File: config.mk
export PLATFORM = sky130hd
export DESIGN_NAME = pipe_recovery_ctrl
export DESIGN_NICKNAME = d
export VERILOG_FILES = /design/src/rtl/pipe_recov_pkg.sv /design/src/rtl/recov_slot_pipe.sv /design/src/rtl/recov_err_arbiter.sv /design/src/rtl/recov_flush_ctrl.sv /design/src/rtl/pipe_recovery_ctrl.sv
export SDC_FILE = /design/constraint.sdc
export NUM_CORES = 1
export LEC_CHECK = 0
export BUFFER_PORTS_ARGS = -buffer_cell sky130_fd_sc_hd__buf_2
export CORE_UTILIZATION = 56
export CTS_CLUSTER_DIAMETER = 50
export DETAILED_ROUTE_END_ITERATION = 16
export PLACE_DENSITY = 0.79
export SETUP_SLACK_MARGIN = 0.1
export SYNTH_ARGS = -nofsm -noshare
export SYNTH_HDL_FRONTEND = slang
export SYNTH_SLANG_ARGS = --single-unit
File: constraint.sdc
create_clock -name clk -period 2.3 [get_ports clk]
set_input_delay 0.345 -clock clk [delete_from_list [all_inputs] [get_ports clk]]
set_output_delay 0.345 -clock clk [all_outputs]
set_load 0.05 [all_outputs]
File: src/rtl/pipe_recov_pkg.sv
package pipe_recov_pkg;
  parameter int unsigned PC_W = 32;

  typedef struct packed {
    logic            valid;
    logic            bubble;
    logic [PC_W-1:0] pc;
  } slot_t;
endpackage

File: src/rtl/recov_slot_pipe.sv
module recov_slot_pipe
  import pipe_recov_pkg::*;
#(
  parameter int unsigned NSLOT = 5,
  localparam int unsigned NERR = NSLOT - 1
) (
  input  logic                 clk,
  input  logic                 rst_n,
  input  logic                 fetch_valid,
  input  logic                 fetch_ready,
  input  logic [PC_W-1:0]      fetch_pc,
  input  logic [NERR-1:0]      mark,
  input  logic [NERR-1:0]      squash,
  output slot_t [NSLOT-1:0]    slots
);

  // All slots advance every cycle; flush empties, mark turns into a bubble.
  always_ff @(posedge clk or negedge rst_n) begin
    if (!rst_n) begin
      slots <= '0;
    end else begin
      slots[0].valid  <= fetch_valid && fetch_ready;
      slots[0].bubble <= 1'b0;
      slots[0].pc     <= fetch_pc;
      for (int j = 1; j < NSLOT; j++) begin
        if (squash[j-1]) begin
          slots[j] <= '0;
        end else begin
          slots[j] <= slots[j-1];
          if (mark[j-1]) slots[j].bubble <= 1'b1;
        end
      end
    end
  end

  a_r6_no_accept: assert property (@(posedge clk) disable iff (!rst_n)
    !fetch_ready |=> !slots[0].valid);

  for (genvar g = 1; g < NSLOT; g++) begin : g_chk
    a_r3_bubble_marked: assert property (@(posedge clk) disable iff (!rst_n)
      (mark[g-1] && !squash[g-1]) |=> (slots[g].valid && slots[g].bubble));
    a_r5_flush_empties: assert property (@(posedge clk) disable iff (!rst_n)
      squash[g-1] |=> !slots[g].valid);
  end

endmodule

File: src/rtl/recov_err_arbiter.sv
module recov_err_arbiter
  import pipe_recov_pkg::*;
#(
  parameter int unsigned NERR = 4,
  localparam int unsigned IDX_W = (NERR > 1) ? $clog2(NERR) : 1
) (
  input  logic [NERR-1:0]   stage_err,
  input  slot_t [NERR-1:0]  slots,
  input  logic [NERR-1:0]   squash,
  output logic              hit,
  output logic [IDX_W-1:0]  idx,
  output logic [NERR-1:0]   mark,
  output logic [PC_W-1:0]   hit_pc
);

  // Ascending scan: the last eligible (oldest) slot wins.
  always_comb begin
    hit    = 1'b0;
    idx    = '0;
    hit_pc = '0;
    for (int j = 0; j < NERR; j++) begin
      if (stage_err[j] && slots[j].valid && !slots[j].bubble && !squash[j]) begin
        hit    = 1'b1;
        idx    = IDX_W'(j);
        hit_pc = slots[j].pc;
      end
    end
    mark = hit ? (NERR'(1) << idx) : '0;
  end

endmodule

File: src/rtl/recov_flush_ctrl.sv
module recov_flush_ctrl
  import pipe_recov_pkg::*;
#(
  parameter int unsigned NERR  = 4,
  parameter int unsigned CNT_W = 16,
  localparam int unsigned IDX_W = (NERR > 1) ? $clog2(NERR) : 1,
  localparam logic [CNT_W-1:0] CNT_MAX = {CNT_W{1'b1}}
) (
  input  logic              clk,
  input  logic              rst_n,
  input  logic              hit,
  input  logic [IDX_W-1:0]  idx,
  input  logic [PC_W-1:0]   hit_pc,
  output logic              recover,
  output logic [PC_W-1:0]   recover_pc,
  output logic [NERR-1:0]   flush,
  output logic [CNT_W-1:0]  count
);

  logic [IDX_W-1:0] req_idx;

  always_ff @(posedge clk or negedge rst_n) begin
    if (!rst_n) begin
      recover    <= 1'b0;
      req_idx    <= '0;
      recover_pc <= '0;
      count      <= '0;
    end else begin
      recover <= hit;
      if (hit) begin
        req_idx    <= idx;
        recover_pc <= hit_pc;
        if (count != CNT_MAX) count <= count + CNT_W'(1);
      end
    end
  end

  // Thermometer squash of the erroring slot and everything younger.
  always_comb begin
    for (int j = 0; j < NERR; j++) flush[j] = recover && (IDX_W'(j) <= req_idx);
  end

  a_r5_flush_prefix: assert property (@(posedge clk) disable iff (!rst_n)
    recover |-> (flush[0] && ((flush & (flush + NERR'(1))) == '0)));
  a_r10_count_step: assert property (@(posedge clk) disable iff (!rst_n)
    (hit && count != CNT_MAX) |=> (count == $past(count) + CNT_W'(1)));
  a_r10_count_hold: assert property (@(posedge clk) disable iff (!rst_n)
    (!hit || count == CNT_MAX) |=> $stable(count));

endmodule

File: src/rtl/pipe_recovery_ctrl.sv
module pipe_recovery_ctrl
  import pipe_recov_pkg::*;
#(
  parameter int unsigned NSLOT = 5,
  parameter int unsigned CNT_W = 16,
  localparam int unsigned NERR  = NSLOT - 1,
  localparam int unsigned IDX_W = (NERR > 1) ? $clog2(NERR) : 1
) (
  input  logic              clk,
  input  logic              rst_n,
  input  logic              fetch_valid,
  input  logic [PC_W-1:0]   fetch_pc,
  output logic              fetch_ready,
  input  logic [NERR-1:0]   stage_err,
  output logic [NSLOT-1:0]  stage_valid,
  output logic [NSLOT-1:0]  stage_bubble,
  output logic [NERR-1:0]   flush,
  output logic              recover,
  output logic [PC_W-1:0]   recover_pc,
  output logic              commit_valid,
  output logic [PC_W-1:0]   commit_pc,
  output logic [CNT_W-1:0]  recovery_count
);

  slot_t [NSLOT-1:0] slots;
  logic              hit;
  logic [IDX_W-1:0]  idx;
  logic [NERR-1:0]   mark;
  logic [PC_W-1:0]   hit_pc;

  assign fetch_ready = !recover;

  recov_slot_pipe #(.NSLOT(NSLOT)) u_pipe (
    .clk(clk), .rst_n(rst_n), .fetch_valid(fetch_valid), .fetch_ready(fetch_ready),
    .fetch_pc(fetch_pc), .mark(mark), .squash(flush), .slots(slots)
  );

  recov_err_arbiter #(.NERR(NERR)) u_arb (
    .stage_err(stage_err), .slots(slots[NERR-1:0]), .squash(flush),
    .hit(hit), .idx(idx), .mark(mark), .hit_pc(hit_pc)
  );

  recov_flush_ctrl #(.NERR(NERR), .CNT_W(CNT_W)) u_flush (
    .clk(clk), .rst_n(rst_n), .hit(hit), .idx(idx), .hit_pc(hit_pc),
    .recover(recover), .recover_pc(recover_pc), .flush(flush), .count(recovery_count)
  );

  always_comb begin
    for (int j = 0; j < NSLOT; j++) begin
      stage_valid[j]  = slots[j].valid;
      stage_bubble[j] = slots[j].bubble;
    end
  end

  // The last slot is the stabilizer ahead of write-back.
  assign commit_valid = slots[NSLOT-1].valid && !slots[NSLOT-1].bubble;
  assign commit_pc    = slots[NSLOT-1].pc;

  a_r4_recover_cause: assert property (@(posedge clk) disable iff (!rst_n)
    recover |-> $past(stage_err != '0));
  a_r3_no_bubble_commit: assert property (@(posedge clk) disable iff (!rst_n)
    stage_bubble[NSLOT-1] |-> !commit_valid);

endmodule

==> results of run 1 <==
## metrics by stage
stage	cell area (um^2)	hold WS (ps)	util (%)	instances
floorplan	8520	49.4	-	714
global placement	9130	341	62.1	973
detailed placement	9130	350	62.1	973
CTS	10200	46.8	69.5	1046
global route	10200	84.4	69.5	1046
finish	10200	64.3	69.5	1046
## flip-flops by register name, summed over array words and instances (netlist names)
signal	cells
u_flush.count	16
u_flush.recover	1
u_flush.recover_pc	32
u_flush.req_idx	2
u_pipe.slots	169
## area by class of cell
type,instances,area [um^2],share of cell area (%)
flip-flops and latches,220,5510,53.9
multi-input cells,408,2500,24.4
repair buffers,188,1210,11.8
clock buffers,37,688,6.74
well taps,184,230,2.25
clock inverters,3,65.1,0.637
inverters,6,22.5,0.220
## cell families (layout without fill, tap and decap cells)
kind of cell / Yosys count / count (layout) / share of synthesized area [%]
AND/OR/NAND/NOR: 249 / 249 / 16.2
flip-flops: 220 / 220 / 64.6
AO/OA/AOI/OAI: 143 / 143 / 11.2
buffers and inverters: 86 / 234 / 6.20
XOR/XNOR: 12 / 12 / 1.23
multiplexers: 2 / 2 / 0.264
adder cells (fa/ha/maj): 1 / 1 / 0.147
other: 1 / 1 / 0.0440
## worst paths after layout
kind / from / end
hold / removal: fetch_valid / u_pipe.slots[33]
max in group asynchronous: rst_n / u_pipe.slots[107]
min in group asynchronous: rst_n / u_flush.count[4]
hold reg to reg: u_pipe.slots[49] / u_pipe.slots[83]
setup reg to reg: u_flush.count[0] / u_flush.count[1]
setup / recovery: u_flush.count[0] / u_flush.count[1]
## cells in the final DEF (no fill, tap or decap), drive strengths merged, types with 2 or more instances in the layout
cell type    instances
and2                99
nand4                4
a21oi               67
nor2                78
dlygate4sd3         33
buf                155
xnor2                4
and3                 2
and4                 3
nor3                 5
bufinv               2
mux2                 2
o21ai               35
inv                  6
dfrtp              220
nand2                6
nor2b               36
clkbuf              37
xor2                 8
nand3               11
a22oi               32
## routing by layer
layer | up-vias | GRT usage, % | part of all wire, %
li1 | 2597 | - | -
met2 | 167 | 41.8 | 53
met1 | 2776 | 29.5 | 41
met3 | 29 | 3.81 | 4.8
met4 | 0 | 6.89 | 1.7
met5 | - | 0 | 0
## power by group
group	leakage [nW]	switching [mW]	internal, mW	total, mW
Combinational	1.77	4.39	1.65	6.04
Sequential	2.74	0.725	5.17	5.89
Clock	0.368	1.41	2.26	3.67
## cell usage after synthesis (2+ instances only)
cell      count  area [um^2]
dfrtp_1     220         5510
and2_1       96          601
nor2_1       78          293
buf_4        44          330
a21oi_1      39          195
nor2b_1      36          225
a22oi_1      32          240
a21oi_2      28          245
o21ai_1      28          140
clkbuf_1     21         78.8
nand3_1       9         45.0
xor2_1        8         70.1
buf_2         7         35.0
nand2_1       6         22.5
inv_1         5         18.8
o21ai_0       5         25.0
buf_6         4         45.0
nand4_1       4         25.0
nor3_1        4         20.0
xnor2_1       4         35.0
and2_2        3         22.5
and4_1        3         26.3
buf_1         3         11.3
and3_1        2         12.5
nand3_2       2         20.0
o21ai_2       2         17.5
## worst max-delay path: cells and delay by family (launching register included)
family	cells	cell delay, ps
muxes	1	370
AOI/OAI and AO/OA	1	200
adders and majority gates	1	210
and+or+nand+nor	2	770
DFF	1	410
## timing repair
action                    4_1_cts  5_1_grt
gates resized for setup         0        0
hold endpoints to repair       98        0
hold buffers                   33        0
setup buffers                   0        0
==> results.json, run 1 <==
{
  "status": "complete, but fails checks",
  "failed_checks": "DRC",
  "final_hold_viol_count": 0,
  "tightest_slew_ps": 539,
  "fin_ws_ps": 224,
  "syn_area_mm2": 0.00852,
  "yosys.cell_types.count": 47,
  "clkSinkCount": 220,
  "path_max_fanout": 9,
  "fin_setup_tns_ps": 0,
  "nets": 887,
  "ant_nets": 0,
  "maxCapViolCount": 0,
  "synth_seq_area_share_pct": 64.6,
  "post-route-period-util_pct": 90.2,
  "die_area_mm2": 0.0157,
  "wl_um": 17600,
  "clock_latency_ps": 500,
  "r2r_setup_slack_ps": 220,
  "post-place-ws_ps": 242,
  "reg2regPathDepth": 5,
  "path_class": "reg2reg",
  "grt_pass1_wl_um": 29000,
  "num_rows": 44,
  "grt_usage_pct": 23.4,
  "initial_utilization_pct": 57.9,
  "ios": 136,
  "htreeDepth": 1,
  "power_mw": 15.6,
  "die_height_um": 125,
  "setup.worst_path.end_class": "register",
  "rsz0062_at_grt": "false",
  "synth_edf_count": 0,
  "syn_nets": 754,
  "drtPass1Iterations": 11,
  "gp_congestion": 0.893,
  "timing.final.max_slew_violations": 0,
  "synthCells": 714,
  "grt_max_degree": 72,
  "fp.dieW_um": 125,
  "cts-root-buf": "clkbuf_16",
  "cp.arrival_ps": 2450,
  "period_needed_ps": 2080,
  "cp-start-kind": "register",
  "clock_path_buffers": 3,
  "cts_tree": "done",
  "setup-violations-final": 0,
  "syn2layout_area_growth_pct": 20.0,
  "holdPathStages": 2,
  "slowest_delay_ps": 620,
  "port_buffers": 134,
  "hpwl_um": 11300,
  "ys_warn_count": 0,
  "antenna_found_initial": 0,
  "clk_pin_slew_ps": 60,
  "n_fill_cell": 1045,
  "cpMaxStageDelayCell": "or4_1",
  "fmax_mhz": 482,
  "power.density_mw_per_mm2": 1530,
  "via_count": 5569,
  "grt_pass1_vias": 5691,
  "synth-async-reset-ratio_pct": 100,
  "syn_area_per_cell_um2": 11.9,
  "drc": 12,
  "slew_headroom_pct": 64.0,
  "drive_above_1_share_pct": 27.1,
  "synth-main-ff-cell": "dfrtp_1",
  "finClkSkew_ps": 15.4,
  "cp.required_ps": 2680,
  "drt_iter0_markers": 338,
  "diodes": 0,
  "synth_seq_cells": 220,
  "min_path_type": "in2reg",
  "via_per_inst": 5.32,
  "crit_chain": "ha_1 > nand4_1 > or4_1 > o21ai_2 > mux2_1",
  "irDropWorstVdd_mv": 0.816,
  "wl_per_cell_um": 16.8,
  "cts_buffers": 23,
  "overflow": 0,
  "p_leak_nw": 4.89,
  "core_mm2": 0.0147
}
No activity file was read; power rests on OpenSTA's default activity.
==> run 2, diff against run 1 <==
CORE_UTILIZATION = 51   (was 56)
PLACE_DENSITY = 0.73   (was 0.79)
clock period = 2.55 ns   (was 2.3 ns; I/O delays follow)
==> run 2 against run 1 <==
The run now ends clean; register-to-register slack improved by 140 ps; fmax fell by 5.0%; combinational power fell by 10%; utilization fell by 6.8 points; sequential power fell by 10%; power fell by 12%; wire length fell by 0.17%; cell area fell by 1.0%; setup slack improved by 140 ps.
==> results.json, run 2 (synthesis results as in run 1) <==
{
  "path_max_fanout": 35,
  "slowest_delay_ps": 570,
  "cp.depth": 7,
  "timing.final.max_slew_violations": 0,
  "overflow": 0,
  "nets": 879,
  "wl_um": 17500,
  "rsz0062_at_grt": "false",
  "setup.worst_path.end_class": "register",
  "cts_buffers": 23,
  "min_path_type": "in2reg",
  "setup-violations-final": 0,
  "fin_area_mm2": 0.0101,
  "cpMaxStageDelayCell": "or3_4",
  "slew_headroom_pct": 63.1,
  "power.density_mw_per_mm2": 1360,
  "period_needed_ps": 2190,
  "dp_cells": 1001,
  "multiInputGateArea_mm2": 0.00250,
  "final_common_cell": "dfrtp_1",
  "via_count": 5551,
  "initial_utilization_pct": 52.8,
  "drt_iter0_markers": 306,
  "cp.buffers_inverters": 2,
  "n_fill_cell": 1302,
  "crit_family": "compound AO/OA/AOI/OAI gates",
  "grt_usage_pct": 21.2,
  "top_regs": "u_pipe.slots: 169 flops, u_flush.recover_pc: 32 flops, u_flush.count: 16 flops",
  "mostFrequentLayoutCells": "dfrtp_1, buf_2, and2_1",
  "clock_path_buffers": 3,
  "instances_no_fill": 1070,
  "final_hold_viol_count": 0,
  "reg2regPathDepth": 7,
  "fin_ws_ps": 364,
  "num_rows": 46,
  "drtPass1Iterations": 5,
  "htreeDepth": 1,
  "path_class": "reg2reg",
  "diodes": 0,
  "ios": 136,
  "largest_reg_flops": 169,
  "gp_congestion": 0.819,
  "die_height_um": 131,
  "clkSinkCount": 220,
  "finClkSkew_ps": 11.7,
  "status": "finished, final reports clean",
  "cp-start-kind": "register",
  "p_leak_nw": 4.83,
  "antenna_found_initial": 0,
  "crit_chain": "o21ai_2 > inv_2 > or3_4 > buf_4 > a21oi_2 > o21ai_1 > a21oi_1",
  "drc": 0,
  "placed_area_mm2": 0.00913,
  "cp.arrival_ps": 2590,
  "port_buffers": 134,
  "post-route-period-util_pct": 85.7,
  "maxCapViolCount": 0,
  "cp.required_ps": 2960,
  "ant_nets": 0,
  "hpwl_um": 11100,
  "wl_per_cell_um": 16.4,
  "max_flop_register": "u_pipe.slots",
  "cts_tree": "done",
  "clk_pin_slew_ps": 60,
  "syn2layout_area_growth_pct": 18.7,
  "tightest_slew_ps": 551,
  "drive_above_1_share_pct": 27.0,
  "die_area_mm2": 0.0172,
  "postCtsSetupBuffers": 0,
  "clock_latency_ps": 500,
  "holdPathStages": 1,
  "grt_pass1_vias": 5720,
  "irDropWorstVdd_mv": 0.690,
  "grt_max_degree": 72,
  "fmax_mhz": 457,
  "via_per_inst": 5.19,
  "register_area_mm2": 0.00551,
  "fin_setup_tns_ps": 0,
  "grt_pass1_wl_um": 29400,
  "cts-root-buf": "clkbuf_16",
  "core_mm2": 0.0161,
  "post-place-ws_ps": 403,
  "fp.dieW_um": 131
}
[run 2: cell types whose count changed in the layout (fill, tap and decap cells not counted)]
cell / before / now
clkbuf_8: 6 / 4
dfrtp_1: 217 / 219
buf_4: 18 / 15
clkinv_4: 0 / 1
dlygate4sd3_1: 33 / 29
clkinv_2: 1 / 7
buf_12: 3 / 2
clkbuf_1: 8 / 5
dfrtp_2: 3 / 1
bufinv_16: 2 / 0
[run 2: power by group]
group | total [mW] | switching [mW] | leakage (nW) | internal [mW]
combinational | 5.42 | 3.97 | 1.74 | 1.45
sequential | 5.30 | 0.639 | 2.75 | 4.66
clock | 3.07 | 1.29 | 0.350 | 1.77
total | 13.8 | 5.90 | 4.83 | 7.88
[run 2: metrics by stage]
stage	total power [mW]	hold slack (ps)	utilization [%]
after CTS	13.9	5.45	62.7
after global routing	14.5	7.52	62.7
after floorplan	9.71	86.9	-
after detailed placement	10.8	381	56.6
final	13.8	15.1	62.7
after global placement	10.6	382	56.6
[run 2: timing repair]
item,CTS,global route
hold buffers,28,1
hold endpoints to repair,94,1
gates resized for setup,0,0
[run 2: cell type report]
type,instances,area share [%]
repair buffers,180,11.1
clock buffers,32,6.42
flip-flops and latches,220,54.5
clock inverters,8,0.433
multi-input cells,408,24.7
inverters,6,0.223
well taps,216,2.67
[run 2: per-layer routing]
layer  up-vias  GRT usage [%]  wire (um)
met3        38           3.86        894
met5         -              0          0
met2       177           36.7       8850
met1      2759           26.7       7290
li1       2577              -          -
met4         0           6.93        500
[run 2: path summary, 6_finish.rpt]
path / start / endpoint / slack, ps
max in group asynchronous: rst_n / u_pipe.slots[48] / 1360
setup reg to reg: u_flush.req_idx[1] / u_flush.recover_pc[22] / 360
hold / removal: fetch_pc[3] / u_pipe.slots[3] / 20
hold reg to reg: u_pipe.slots[39] / u_pipe.slots[73] / 470
min in group asynchronous: rst_n / u_pipe.slots[135] / 450
setup / recovery: u_flush.req_idx[1] / u_flush.recover_pc[22] / 360
